--- src/rtl/i2c_byte_tx_pkg.sv ---
package i2c_byte_tx_pkg;

  // Sequencer phase: waiting, SCL driven low, SCL released
  typedef enum logic [1:0] {
    PH_IDLE = 2'd0,
    PH_LOW  = 2'd1,
    PH_HIGH = 2'd2
  } phase_e;

endpackage

--- src/rtl/i2c_byte_tx_brg.sv ---
// Bit-period counter: reload captured at start, one tick per phase.
module i2c_byte_tx_brg #(
  parameter int BRG_W = 8
) (
  input  logic             clk,
  input  logic             rst_n,
  input  logic             start,
  input  logic             run,
  input  logic [BRG_W-1:0] reload,
  output logic             tick
);

  logic [BRG_W-1:0] cnt_q, cnt_d;
  logic [BRG_W-1:0] rld_q, rld_d;

  always_comb begin
    cnt_d = cnt_q;
    rld_d = rld_q;
    if (start) begin
      rld_d = reload;
      cnt_d = reload;
    end else if (run) begin
      if (cnt_q == '0) cnt_d = rld_q;
      else             cnt_d = cnt_q - 1'b1;
    end
  end

  always_ff @(posedge clk or negedge rst_n) begin
    if (!rst_n) begin
      cnt_q <= '0;
      rld_q <= '0;
    end else begin
      cnt_q <= cnt_d;
      rld_q <= rld_d;
    end
  end

  assign tick = run && !start && (cnt_q == '0);

  // count never leaves the captured range while running
  p_cnt_in_range_r3: assert property (@(posedge clk) disable iff (!rst_n)
    run |-> (cnt_q <= rld_q));

  // the captured reload only changes on a start
  p_reload_held_r10: assert property (@(posedge clk) disable iff (!rst_n)
    !start |=> $stable(rld_q));

endmodule

--- src/rtl/i2c_byte_tx_seq.sv ---
// Bit sequencer: shifts the byte, releases SDA for the ninth clock, samples ack.
module i2c_byte_tx_seq
  import i2c_byte_tx_pkg::*;
#(
  parameter int BITS = 8
) (
  input  logic            clk,
  input  logic            rst_n,
  input  logic            start,
  input  logic [BITS-1:0] data,
  input  logic            tick,
  input  logic            sda_in,
  output logic            busy,
  output logic            scl_low,
  output logic            sda_low,
  output logic            byte_out,
  output logic            finish,
  output logic            nack
);

  localparam int CNT_W = $clog2(BITS + 1);
  localparam logic [CNT_W-1:0] ACK_IDX  = CNT_W'(BITS);
  localparam logic [CNT_W-1:0] LAST_IDX = CNT_W'(BITS - 1);

  phase_e          ph_q, ph_d;
  logic [CNT_W-1:0] idx_q, idx_d;
  logic [BITS-1:0]  sh_q, sh_d;
  logic             scl_q, scl_d;
  logic             sda_q, sda_d;

  always_comb begin
    ph_d     = ph_q;
    idx_d    = idx_q;
    sh_d     = sh_q;
    scl_d    = scl_q;
    sda_d    = sda_q;
    byte_out = 1'b0;
    finish   = 1'b0;
    unique case (ph_q)
      PH_IDLE: begin
        scl_d = 1'b1;
        sda_d = 1'b0;
        if (start) begin
          ph_d  = PH_LOW;
          idx_d = '0;
          sh_d  = data;
          sda_d = ~data[BITS-1];
        end
      end
      PH_LOW: begin
        if (tick) begin
          ph_d  = PH_HIGH;
          scl_d = 1'b0;
        end
      end
      PH_HIGH: begin
        if (tick) begin
          scl_d = 1'b1;
          if (idx_q == ACK_IDX) begin
            ph_d   = PH_IDLE;
            sda_d  = 1'b0;
            finish = 1'b1;
          end else begin
            ph_d  = PH_LOW;
            idx_d = idx_q + 1'b1;
            sh_d  = {sh_q[BITS-2:0], 1'b0};
            if (idx_q == LAST_IDX) begin
              sda_d    = 1'b0;
              byte_out = 1'b1;
            end else begin
              sda_d = ~sh_q[BITS-2];
            end
          end
        end
      end
      default: ph_d = PH_IDLE;
    endcase
  end

  always_ff @(posedge clk or negedge rst_n) begin
    if (!rst_n) begin
      ph_q  <= PH_IDLE;
      idx_q <= '0;
      sh_q  <= '0;
      scl_q <= 1'b1;
      sda_q <= 1'b0;
    end else begin
      ph_q  <= ph_d;
      idx_q <= idx_d;
      sh_q  <= sh_d;
      scl_q <= scl_d;
      sda_q <= sda_d;
    end
  end

  assign busy    = (ph_q != PH_IDLE);
  assign scl_low = scl_q;
  assign sda_low = sda_q;
  assign nack    = finish & sda_in;

  // data only moves while SCL is held low
  p_sda_steady_high_r2: assert property (@(posedge clk) disable iff (!rst_n)
    (!scl_q && !$past(scl_q)) |-> (sda_q == $past(sda_q)));

  // master lets go of SDA during the acknowledge clock
  p_ack_released_r4: assert property (@(posedge clk) disable iff (!rst_n)
    (busy && idx_q == ACK_IDX) |-> !sda_q);

  // idle parks SCL low with SDA floating
  p_idle_parked_r6: assert property (@(posedge clk) disable iff (!rst_n)
    (ph_q == PH_IDLE) |-> (scl_q && !sda_q));

  // SCL is never released while idle
  p_no_idle_edge_r6: assert property (@(posedge clk) disable iff (!rst_n)
    (ph_q == PH_IDLE && !start) |=> scl_q);

endmodule

--- src/rtl/i2c_byte_tx_flags.sv ---
// Host-visible status flags.
module i2c_byte_tx_flags (
  input  logic clk,
  input  logic rst_n,
  input  logic accept,
  input  logic collide,
  input  logic byte_out,
  input  logic finish,
  input  logic nack,
  input  logic clr_wcol,
  input  logic clr_done,
  output logic buf_full,
  output logic ack_stat,
  output logic wcol,
  output logic done_irq
);

  logic bf_q, bf_d;
  logic ak_q, ak_d;
  logic wc_q, wc_d;
  logic dn_q, dn_d;

  always_comb begin
    bf_d = bf_q;
    if (accept)        bf_d = 1'b1;
    else if (byte_out) bf_d = 1'b0;

    ak_d = ak_q;
    if (finish) ak_d = nack;

    // set takes priority over the clear strobe
    wc_d = wc_q;
    if (collide)       wc_d = 1'b1;
    else if (clr_wcol) wc_d = 1'b0;

    dn_d = dn_q;
    if (finish)        dn_d = 1'b1;
    else if (clr_done) dn_d = 1'b0;
  end

  always_ff @(posedge clk or negedge rst_n) begin
    if (!rst_n) begin
      bf_q <= 1'b0;
      ak_q <= 1'b0;
      wc_q <= 1'b0;
      dn_q <= 1'b0;
    end else begin
      bf_q <= bf_d;
      ak_q <= ak_d;
      wc_q <= wc_d;
      dn_q <= dn_d;
    end
  end

  assign buf_full = bf_q;
  assign ack_stat = ak_q;
  assign wcol     = wc_q;
  assign done_irq = dn_q;

  // a collision always shows up next cycle
  p_collide_flags_r7: assert property (@(posedge clk) disable iff (!rst_n)
    collide |=> wc_q);

  // wcol only falls through the clear strobe
  p_wcol_sticky_r8: assert property (@(posedge clk) disable iff (!rst_n)
    (wc_q && !clr_wcol) |=> wc_q);

  // done only falls through the clear strobe
  p_done_sticky_r9: assert property (@(posedge clk) disable iff (!rst_n)
    (dn_q && !clr_done) |=> dn_q);

  // accepted write raises buffer-full
  p_accept_full_r2: assert property (@(posedge clk) disable iff (!rst_n)
    accept |=> bf_q);

endmodule

--- src/rtl/i2c_byte_tx.sv ---
module i2c_byte_tx
  import i2c_byte_tx_pkg::*;
#(
  parameter int BRG_W = 8
) (
  input  logic             clk,
  input  logic             rst_n,
  input  logic             wr_en,
  input  logic [7:0]       wr_data,
  input  logic [BRG_W-1:0] brg_reload,
  input  logic             clr_wcol,
  input  logic             clr_done,
  input  logic             sda_in,
  output logic             scl_low,
  output logic             sda_low,
  output logic             buf_full,
  output logic             ack_stat,
  output logic             wcol,
  output logic             done_irq
);

  localparam int BITS = 8;

  logic busy, accept, collide, tick, byte_out, finish, nack;

  assign accept  = wr_en && !busy;
  assign collide = wr_en &&  busy;

  i2c_byte_tx_brg #(.BRG_W(BRG_W)) u_brg (
    .clk    (clk),
    .rst_n  (rst_n),
    .start  (accept),
    .run    (busy),
    .reload (brg_reload),
    .tick   (tick)
  );

  i2c_byte_tx_seq #(.BITS(BITS)) u_seq (
    .clk      (clk),
    .rst_n    (rst_n),
    .start    (accept),
    .data     (wr_data),
    .tick     (tick),
    .sda_in   (sda_in),
    .busy     (busy),
    .scl_low  (scl_low),
    .sda_low  (sda_low),
    .byte_out (byte_out),
    .finish   (finish),
    .nack     (nack)
  );

  i2c_byte_tx_flags u_flags (
    .clk      (clk),
    .rst_n    (rst_n),
    .accept   (accept),
    .collide  (collide),
    .byte_out (byte_out),
    .finish   (finish),
    .nack     (nack),
    .clr_wcol (clr_wcol),
    .clr_done (clr_done),
    .buf_full (buf_full),
    .ack_stat (ack_stat),
    .wcol     (wcol),
    .done_irq (done_irq)
  );

  // no byte pending once the engine is idle
  p_idle_empty_r4: assert property (@(posedge clk) disable iff (!rst_n)
    !busy |-> !buf_full);

  // a busy write leaves the shifted contents alone (no restart)
  p_no_restart_r7: assert property (@(posedge clk) disable iff (!rst_n)
    (collide && !finish) |=> busy);

endmodule

--- config.mk ---
export PLATFORM = sky130hd
export DESIGN_NAME = i2c_byte_tx
export DESIGN_NICKNAME = d
export VERILOG_FILES = /design/src/rtl/i2c_byte_tx_pkg.sv /design/src/rtl/i2c_byte_tx_brg.sv /design/src/rtl/i2c_byte_tx_seq.sv /design/src/rtl/i2c_byte_tx_flags.sv /design/src/rtl/i2c_byte_tx.sv
export SDC_FILE = /design/constraint.sdc
export NUM_CORES = 1
export LEC_CHECK = 0
export BUFFER_PORTS_ARGS = -buffer_cell sky130_fd_sc_hd__buf_2
export CAP_MARGIN = 5
export CORE_MARGIN = 4
export CORE_UTILIZATION = 50
export CTS_CLUSTER_SIZE = 14
export DETAILED_ROUTE_END_ITERATION = 12
export PLACE_DENSITY = 0.78
export RECOVER_POWER = 50
export SETUP_SLACK_MARGIN = 0.05
export SYNTH_ARGS = -nofsm -noshare
export SYNTH_HDL_FRONTEND = slang
export SYNTH_HIERARCHICAL = 1
export SYNTH_SLANG_ARGS = --single-unit
--- constraint.sdc ---
create_clock -name clk -period 3.3 [get_ports clk]
set_clock_uncertainty 0.1 [all_clocks]
set_input_delay 0.33 -clock clk [delete_from_list [all_inputs] [get_ports clk]]
set_output_delay 0.33 -clock clk [all_outputs]
set_load 0.02 [all_outputs]
== Word-level counts from Yosys, hierarchy flattened ==
Cells that the tools add are included.

* Register bits: 35
* Bits of input ports: 22
* Output and inout port bits: 6
* Word-level logic and storage cells: 80

* Add/sub/neg operators: 2
* Equality and inequality tests: 8
* Multiplexer cells: 37
* Bitwise logic cells: 3
* Reduce and logical (&&, ||, !) cells: 19

{| class="wikitable"
|+ Operators with widths
! kind !! count
|-
| $mux W8 || 3
|-
| $mux W7 || 3
|-
| $mux W1 || 20
|-
| $pmux W7 S2 || 1
|-
| $mux W4 || 3
|-
| $reduce_bool A2 Y1 || 6
|-
| $logic_not A8 Y1 || 1
|-
| $ne A2 B2 Y1 const B || 4
|-
| $pmux W4 S2 || 1
|-
| $sub A8 B1 Y8 const B || 1
|-
| $mux W2 || 3
|-
| $pmux W2 S3 || 1
|-
| $reduce_and A3 Y1 || 2
|-
| $add A4 B1 Y4 const B || 1
|-
| $eq A4 B3 Y1 const B || 1
|-
| $eq A4 B4 Y1 const B || 1
|-
| $logic_and A1 B1 Y1 || 4
|-
| $reduce_and A4 Y1 || 1
|-
| $pmux W1 S3 || 1
|-
| $reduce_bool A3 Y1 || 1
|-
| $eq A2 B1 Y1 const B || 1
|-
| $eq A2 B2 Y1 const B || 1
|-
| $logic_not A1 Y1 || 2
|-
| $logic_not A2 Y1 || 1
|-
| other kinds (4) || 5
|}

== Depth between registers and ports, before layout ==
Gate-level depths: netlist of run 1.

* Depth after elaboration: 10
* Depth in mapped cells: 10
* Mapped depth without buffers: 8

== Hierarchy ==
Netlist of run 1, hierarchy kept.

{| class="wikitable"
|+ By module, submodules not included
! module !! times used !! cells an instance !! area each (um2) !! seq. area each (um2)
|-
| i2c_byte_tx_brg || 1 || 84 || 898.4 || 400.4
|-
| i2c_byte_tx_seq || 1 || 79 || 855.8 || 376.6
|-
| i2c_byte_tx_flags || 1 || 11 || 150.1 || 100.1
|-
| i2c_byte_tx || 1 || 2 || 16.3 || 0.0
|}

== Worst setup path before layout of run 1 ==
No wires, ideal clock.

* Path kind: register -> register
* Start point: reg u_seq.ph_q[1]
* End point: reg u_seq.sh_q[1]
* Setup time: 0.125 ns
* Data arrival time: 2.581 ns
* Required time: 3.075 ns
* Slack: 0.494 ns
* Cell stages (with the launch flop): 10
* Path buffers: 2
* Period minus slack after synthesis: 2.806 ns
* Cell sequence: dfrtp_1 buf_4 clkbuf_1 or2_2 and2b_2 nand2b_1 nor2_1 mux2i_2 a211oi_4 mux2_2

* Cells in the longest elaborated chain, start to end: 8
* Elaborated cells on any way between the ends: 14
* Those cells by class: eq/ne (4); mux (1); reduce/logical (9)

{| class="wikitable"
|+ Ends and longest elaborated chain
! what !! line !! source
|-
| from (decl) || i2c_byte_tx_seq.sv:25 || <nowiki>phase_e ph_q, ph_d;</nowiki>
|-
| from (signal assigned) || i2c_byte_tx_seq.sv:88 || <nowiki>ph_q <= ph_d;</nowiki>
|-
| $reduce_bool A2 Y1 || i2c_byte_tx_seq.sv:96 || <nowiki>assign busy = (ph_q != PH_IDLE);</nowiki>
|-
| net busy || i2c_byte_tx.sv:24 || <nowiki>logic busy, accept, collide, tick, byte_out, finish, nack;</nowiki>
|-
| $logic_not A1 Y1 || i2c_byte_tx.sv:26 || <nowiki>assign accept = wr_en && !busy;</nowiki>
|-
| $logic_and A1 B1 Y1 || i2c_byte_tx.sv:26 ||
|-
| net accept || i2c_byte_tx.sv:24 ||
|-
| $logic_not A1 Y1 || i2c_byte_tx_brg.sv:38 || <nowiki>assign tick = run && !start && (cnt_q == '0);</nowiki>
|-
| $logic_and A1 B1 Y1 (2 in a row) || i2c_byte_tx_brg.sv:38 ||
|-
| net tick || i2c_byte_tx.sv:24 ||
|-
| $ne A2 B2 Y1 (no line) || - ||
|-
| $reduce_and A4 Y1 (no line) || - ||
|-
| to (signal assigned) || i2c_byte_tx_seq.sv:84 || <nowiki>sh_q <= '0;</nowiki>
|-
| to (signal assigned) || i2c_byte_tx_seq.sv:90 || <nowiki>sh_q <= sh_d;</nowiki>
|-
| to (decl) || i2c_byte_tx_seq.sv:27 || <nowiki>logic [BITS-1:0] sh_q, sh_d;</nowiki>
|}

The timed path passes the listed nets, and every way through them passes these cells.
A chain may end at the register's enable or synchronous reset.

== Worst setup path in the final report of run 1 ==
* Start point: reg u_seq.ph_q[0]
* End point: reg u_seq.sh_q[5]

The elaborated chain is that of the path after synthesis.

==> results of run 1 <==
## power by group through the flow
stage                     logic [mW]  registers (mW)  clock network (mW)
final                          0.632           0.784               0.317
after global routing           0.708           0.813               0.347
after floorplan                0.503           0.756                   0
after detailed placement       0.636           0.786                   0
after global placement         0.631           0.778                   0
after CTS                      0.640           0.782               0.329
## registers in the layout, summed over array words and instances (netlist names), 2 cells and up
name and cells:
u_seq/sh_q 7, u_brg/rld_q 8, u_seq/idx_q 4, u_brg/cnt_q 8, u_seq/ph_q 2
## Yosys cell counts (all sizes together), types with 3 or more instances
cell type,n
nor2,6
mux2i,3
mux2,21
o21ai,13
ha,4
nand2,7
clkbuf,5
dfrtp,34
nor3b,3
and3,3
nor2b,4
a21o,4
nand3,4
a22oi,6
inv,13
and2,3
xor2,3
nand2b,4
## layout make-up
class                           count  area share, %
Sequential cell                    35           40.1
Multi-Input combinational cell    121           43.8
Clock buffer                        7           3.95
Clock inverter                      1          0.229
Tap cell                           48           2.75
Timing Repair Buffer               30           6.98
Inverter                           13           2.23
## path summary, 6_finish.rpt
kind | endpoint | slack (ns) | depth (start not counted)
setup / recovery | u_seq/sh_q[5] | 0.59 | 7
hold / removal | u_brg/rld_q[0] | 0.18 | 3
setup reg to reg | u_seq/sh_q[5] | 0.59 | 7
hold reg to reg | u_flags/wcol | 0.39 | 1
max in group asynchronous | u_flags/done_irq | 1.58 | 1
min in group asynchronous | u_brg/rld_q[7] | 0.45 | 1
## cells by family after synthesis
group,Yosys count,synth area share [%]
and+or+nand+nor,50,16.5
AOI/OAI and AO/OA,40,15.1
DFF,35,45.7
muxes,24,14.3
buffers and inverters,20,4.50
adders and majority gates,4,2.61
xor gates and xnor gates,3,1.37
## layout by cell type, fill, tap and decap left out, drive strengths merged, types with 2 or more instances in the layout
cell type and count:
a21o 4, a21oi 2, a22oi 6, and2 3
and3 3, and3b 2, buf 26, clkbuf 11
dfrtp 34, ha 4, inv 13, mux2 21
mux2i 3, nand2 7, nand2b 4, nand3 4
nand3b 2, nor2 6, nor2b 4, nor3 2
nor3b 3, o211ai 2, o21ai 13, o22ai 2
o31ai 2, or2 2, or3 2, or4 2
xor2 3
## routing by layer
metal,up-vias,global-route usage [%],routed length [microns]
met2,27,26.4,1880
met5,-,0,0
met1,698,20.3,1650
li1,695,-,-
met4,0,4.47,48
met3,6,5.47,149
## metrics by stage
stage,instance area (sq um),hold slack [ns]
5_1_grt,2190,0.186
3_5_place_dp,2100,0.353
3_3_place_gp,2100,0.357
6_report,2190,0.182
4_1_cts,2190,0.0389
2_1_floorplan,1920,-0.0656
## worst max-delay path, cell delays in order (launching register included)
cell and delay (ns):
dfrtp_1 0.61, or2_2 0.24, and2b_2 0.23, nand2b_1 0.20
nor2_1 0.19, mux2i_2 0.16, a211oi_4 0.48, mux2_2 0.40
==> results.md, run 1 <==
- Combinational fraction of design power: 36.5%
- Core box area: 3690 sq um
- Vias per std cell: 5.59
- DRT antenna net count: 0
- Status: finished, violations left
- Most area-hungry cell type in the Yosys netlist: dfrtp_1
- Post-Place Cells: 247
- Yosys top cell area share: 44.3%
- Total of warnings raised by yosys: 6
- Placement-stage worst setup slack: 0.605 ns
- Number of setup violations in the final report: 0
- Highest clock frequency the design can meet: 0.368 GHz
- Largest vdd supply drop: 529 uV
- Cell types occupying the most area after synthesis: dfrtp_1 (44%), mux2_2 (12%), o21ai_0 (3.1%)
- Worst-skew pair later-pin latency: 0.29 ns
- Total power draw: 1.73 mW
- Multi-input logic area: 957 sq um
- Flop and latch count out of synthesis: 35
- CTS Buf Count: 5
- Placer's final routability congestion estimate: 0.808
- Site row count: 22
- Power per standard cell area: 792 nW/um^2
- Share of cells above drive strength 1: 33.3%
- Number of enable-type register cells in the synthesized netlist: 0
- Number of sinks driven by the clock tree: 35
- Critical Path RT: 3.37 ns
- Total routing usage reported by global routing: 16.1%
- Final WS setup: 0.586 ns
- Vias: 1426
- Critical path endpoint category: register
- Seq/Total Area, Yosys: 45.7%
- Static leakage: 0.982 nW
- Residual DRC count: 0
- Top fanout value on the critical path: 14
- Period utilisation layout: 82.2%
- Syn Nets: 202
- Post-layout minimum cycle time: 2.71 ns
- Synth async-reset ratio: 100%
- Die extent in y: 70.0 microns
- Final WL: 3.73 mm
- Violated checks: max-capacitance violations, max-slew violations
- Beginning of the critical path: u_seq/ph_q[0]
- Hold buffer count at CTS: 0
- Final number of max-transition violations: 36
- Cell area after technology mapping: 1920 sq um
- CTS Buffer Depth: 2
- Non-filler instance count after layout: 255
- Number of gates resized after CTS: 0
- Drt pass-1 iters: 4
- Post-detail-place hpwl: 2.65 mm
- Startpoint of the worst register-to-register path: u_seq/ph_q[0]
- Hold path startpoint: brg_reload[0]
- Wire length per cell: 14.6 microns
- Area of the die: 4900 sq um
- CTS tree: yes
- Yosys cell types: 53
- Clk pwr share: 18.3%
- Largest net degree at the start of global routing: 36
- Buffers inserted during post-CTS setup optimization: 0
- # Max-Cap Violations: 1
- Starting Density: 52.1%
- Slew @ Worst Pin: 1.86 ns
- Setup repair after global routing missed its margin: false
- Port Buf Inserts: 27
- Total grt overflow: 0
- Layout Nets: 232
- Cell internal pwr: 1.11 mW
- Type of the most critical hold path: primary input to register
- Die W: 70.0 microns
- Remaining max-slew budget at the tightest pin: -24.1%
- Leading register cell type out of synthesis: dfrtp_1
- DRC marker count from the first detailed-route iteration: 60
- Synthesized area per cell: 10.9 sq um
- Setup tns final: 0 ns
- P&R area growth vs syn: 13.9%
- Clk root buf: clkbuf_8
- Antenna diodes: 0
- I/O pins: 28
- Power share of the sequential group: 45.2%
- Filler cell count in the final layout: 323
- Critical path class: register to register
- Deepest level of the CTS H-tree: 2
- Crit path launch type: register
- Core Util, Final: 59.3%
- First-pass GRT wire length: 6.35 mm
- Data arrival, critical path: 2.79 ns
- Switching power: 619 uW
- Antenna violations before repair: 0
- Synthesized instance count: 176
- Sequential cell area: 877 sq um
- CTS clk-pin slew, worst paths: 0.07 ns
- Hold Vio Cnt, Final: 0
- Switching portion of total power: 35.7%
- Vias in the first global route: 1371
Power figures use the tool's default switching activity.
==> run 2: changes to the inputs <==
- ABC_AREA: default -> 1
- PLACE_DENSITY: 0.78 -> 0.81
- clock period: 3.3 -> 2.18 ns (I/O delays scaled with it)
==> run 2 against run 1 <==
Effect of this change:
- the flow now finishes without violations
- non-clock buffer count rose by 3
- core utilization rose by 1.7 points
- register-to-register slack got worse by 0.36 ns
- combinational power rose by 140%
- synthesized cell count rose by 55%
- hold slack got worse by 0.13 ns
- critical path depth rose by 5
- sequential power rose by 43%
==> results.md, run 2 <==
- Status: finished, final reports clean
- Period utilisation layout: 89.6% (+7.4 points)
- Worst-skew pair later-pin latency: 0.29 ns (about the same)
- Synth async-reset ratio: 100% (unchanged)
- P&R area growth vs syn: 15.0%
- Cell types occupying the most area after synthesis: dfrtp_1 (43%), nand2_1 (20%), inv_1 (6.8%)
- Highest clock frequency the design can meet: 0.512 GHz (+39%)
- Die W: 71.0 microns (+1.5%)
- Vias: 1750 (+23%)
- Crit path launch type: register
- Most numerous cell in the Yosys netlist: nand2_1
- Seq/Total Area, Yosys: 44.2% (-1.5 points)
- Placement-stage worst setup slack: 0.158 ns (-0.447 ns)
- Static leakage: 1.23 nW (+26%)
- Site row count: 22 (unchanged)
- Setup tns final: 0 ns (unchanged)
- Data arrival, critical path: 2.08 ns (-0.71 ns)
- DRT antenna net count: 0 (unchanged)
- First-pass GRT wire length: 7.28 mm (+15%)
- Deepest level of the CTS H-tree: 2 (unchanged)
- Synthesized instance count: 273 (+55%)
- Filler cell count in the final layout: 333 (+3.1%)
- Port Buf Inserts: 27 (unchanged)
- CTS Buf Count: 5 (unchanged)
- Share of cells above drive strength 1: 17.7% (-16 points)
- I/O pins: 28 (unchanged)
- Critical path class: register to register
- Most frequent cells in the layout: nand2_1 (105), inv_1 (35), dfrtp_1 (34), nand3_1 (22), buf_2 (20)
- Yosys top cell area share: 42.8% (-1.5 points)
- Critical Path RT: 2.31 ns (-1.06 ns)
- Vias in the first global route: 1704 (+24%)
- GR Layer Usage met2: 31.2% (+4.8 points)
- Most used routing layer in global routing: met2
- Largest net degree at the start of global routing: 36 (unchanged)
- Clk root buf: clkbuf_8
- Commonest non-fill, non-tap cell in the layout: nand2_1
- Critical path endpoint category: register
- Finished layout cell area: 2280 sq um (+4.4%)
- Antenna violations before repair: 0 (unchanged)
- Total routing usage reported by global routing: 18.0% (+1.9 points)
- Area of the die: 5040 sq um (+3.0%)
- Hold path startpoint: clr_done
- Reg2Reg Capture Point: u_seq/sh_q[5]
- Setup repair after global routing missed its margin: false
- Leading register cell type out of synthesis: dfrtp_1
- Cell area after technology mapping: 1990 sq um (+3.4%)
- Layout Nets: 335 (+44%)
- Power per standard cell area: 1340 nW/um^2 (+69%)
- Most area-hungry cell type in the Yosys netlist: dfrtp_1
- CTS clk-pin slew, worst paths: 0.07 ns (about the same)
- Endpoint of the worst setup timing path: u_seq/sh_q[5]
- Drt pass-1 iters: 4 (unchanged)
- Flop and latch count out of synthesis: 35 (unchanged)
- Met3 Resource Use GR: 4.40% (-1.1 points)
- Slew @ Worst Pin: 0.881 ns (-0.980 ns)
- Syn Nets: 299 (+48%)
- Final WS setup: 0.226 ns (-0.360 ns)
- Cells on Worst Hold Path: 4 (+1)
- Worst hold margin: 0.0539 ns (-0.128 ns)
- Startpoint of the worst register-to-register path: u_seq/ph_q[0]
- Synthesized area per cell: 7.27 sq um (-33%)
- CTS Buffer Depth: 2 (unchanged)
- # Max-Cap Violations: 0 (-1)
- Beginning of the critical path: u_seq/ph_q[0]
- Antenna diodes: 0 (unchanged)
- Placed inst area: 2180 sq um (+3.7%)
- Registers with the highest flip-flop counts: u_brg/cnt_q: 8 flops, u_brg/rld_q: 8 flops, u_seq/sh_q: 7 flops
- Total of warnings raised by yosys: 6 (unchanged)
- Worst Reg2Reg Path Length in Cells: 12 (+5)
- Final number of max-transition violations: 0 (-100%)
- Top fanout value on the critical path: 6 (-8)
- Reg2Reg Setup Slack: 0.23 ns (-0.36 ns)
- Commonest cells in the netlist: nand2_1 (105), inv_1 (36), dfrtp_1 (34)
- Core box area: 3740 sq um (+1.5%)
- DRC marker count from the first detailed-route iteration: 82 (+37%)
- Final WL: 4.25 mm (+14%)
- Type of the most critical hold path: primary input to register
- Post-detail-place hpwl: 3.02 mm (+14%)
- Largest vdd supply drop: 610 uV (+15%)
- Hold Vio Cnt, Final: 0 (unchanged)
- Yosys cell types: 27 (-49%)
- Residual DRC count: 0 (unchanged)
- Number of setup violations in the final report: 0 (unchanged)
- Total grt overflow: 0 (unchanged)
- Number of enable-type register cells in the synthesized netlist: 0 (unchanged)
- CTS tree: yes
- Number of sinks driven by the clock tree: 35 (unchanged)
- Post-layout minimum cycle time: 1.95 ns (-0.760 ns)
- Die extent in y: 71.0 microns (+1.5%)
- Remaining max-slew budget at the tightest pin: 41.3% (+65 points)
- Starting Density: 53.0% (+0.97 points)
- Met1 Resource Use GR: 21.6% (+1.3 points)
- Vias per std cell: 4.89 (-13%)
- Wire length per cell: 11.9 microns (-19%)
- Placer's final routability congestion estimate: 0.862 (+6.7%)
run 2: cell count changes in the layout (fill, tap and decap cells not counted), moves of 7 or more:
cell / change
mux2_2: -20
o21ai_1: +8
nor2_2: +7
o21ai_0: -10
nand3_1: +19
inv_1: +22
nand2_1: +98
nor2_1: +10
run 2: kinds of logic (layout without fill, tap and decap cells):
logic type,Yosys count,after routing,share of synthesized area [%]
and+or+nand+nor,165,166,36.5
buffers and inverters,44,80,9.39
DFF,35,35,44.2
AOI/OAI and AO/OA,23,23,6.55
adders and majority gates,4,4,2.52
xor gates and xnor gates,2,2,0.882
run 2: metrics by stage:
stage	total power [mW]	util, %	std cells
final	3.05	61.0	358
after global routing	3.35	61.0	358
after CTS	3.03	60.6	357
after detailed placement	2.57	58.2	348
after global placement	2.50	58.2	348
after floorplan	2.23	-	273
run 2: how the worst min path moves through the flow:
stage,endpoint,slack (ns)
final,u_flags/done_irq,0.05
after floorplan,u_brg/cnt_q[0],-0.18
after detailed placement,u_brg/rld_q[2],0.24
after global placement,u_brg/rld_q[2],0.24
after global routing,u_brg/rld_q[2],0.07
after CTS,u_flags/wcol,0.05
run 2: what timing repair did:
item	CTS	global route
gates resized for setup	0	4
setup endpoints to repair	0	12
hold endpoints to repair	34	0
hold buffers	1	0
buffers inserted	0	0
run 2: final cells by class:
type	count	area [sq um]	share of cell area (%)
inverters	39	146	6.41
flip-flops and latches	35	877	38.4
clock inverters	1	5.00	0.219
repair buffers	33	175	7.67
multi-input cells	195	943	41.3
clock buffers	7	76.3	3.34
well taps	48	60.1	2.63
run 2: worst max-delay path: stages, from the launching register on:
cell and delay [ns]:
dfrtp_1 0.41, inv_2 0.09, nand2_2 0.13, nor2_2 0.07, nor2_2 0.12, inv_1 0.12
nor2_2 0.17, nand2_2 0.09, nand2_2 0.13, nand2_2 0.11, nor2_4 0.21, nand2_1 0.08
nand2_1 0.06
run 2: power breakdown:
| part | switching [mW] | internal [mW] | leakage (nW) |
|---|---|---|---|
| logic | 0.954 | 0.531 | 0.758 |
| registers | 0.198 | 0.917 | 0.434 |
| clock network | 0.230 | 0.224 | 0.0422 |
run 2: metal layers:
layer | wire (microns) | up-vias
met5 | 0 | -
met4 | 65 | 0
met3 | 180 | 7
met2 | 2100 | 34
met1 | 1900 | 793
li1 | - | 916
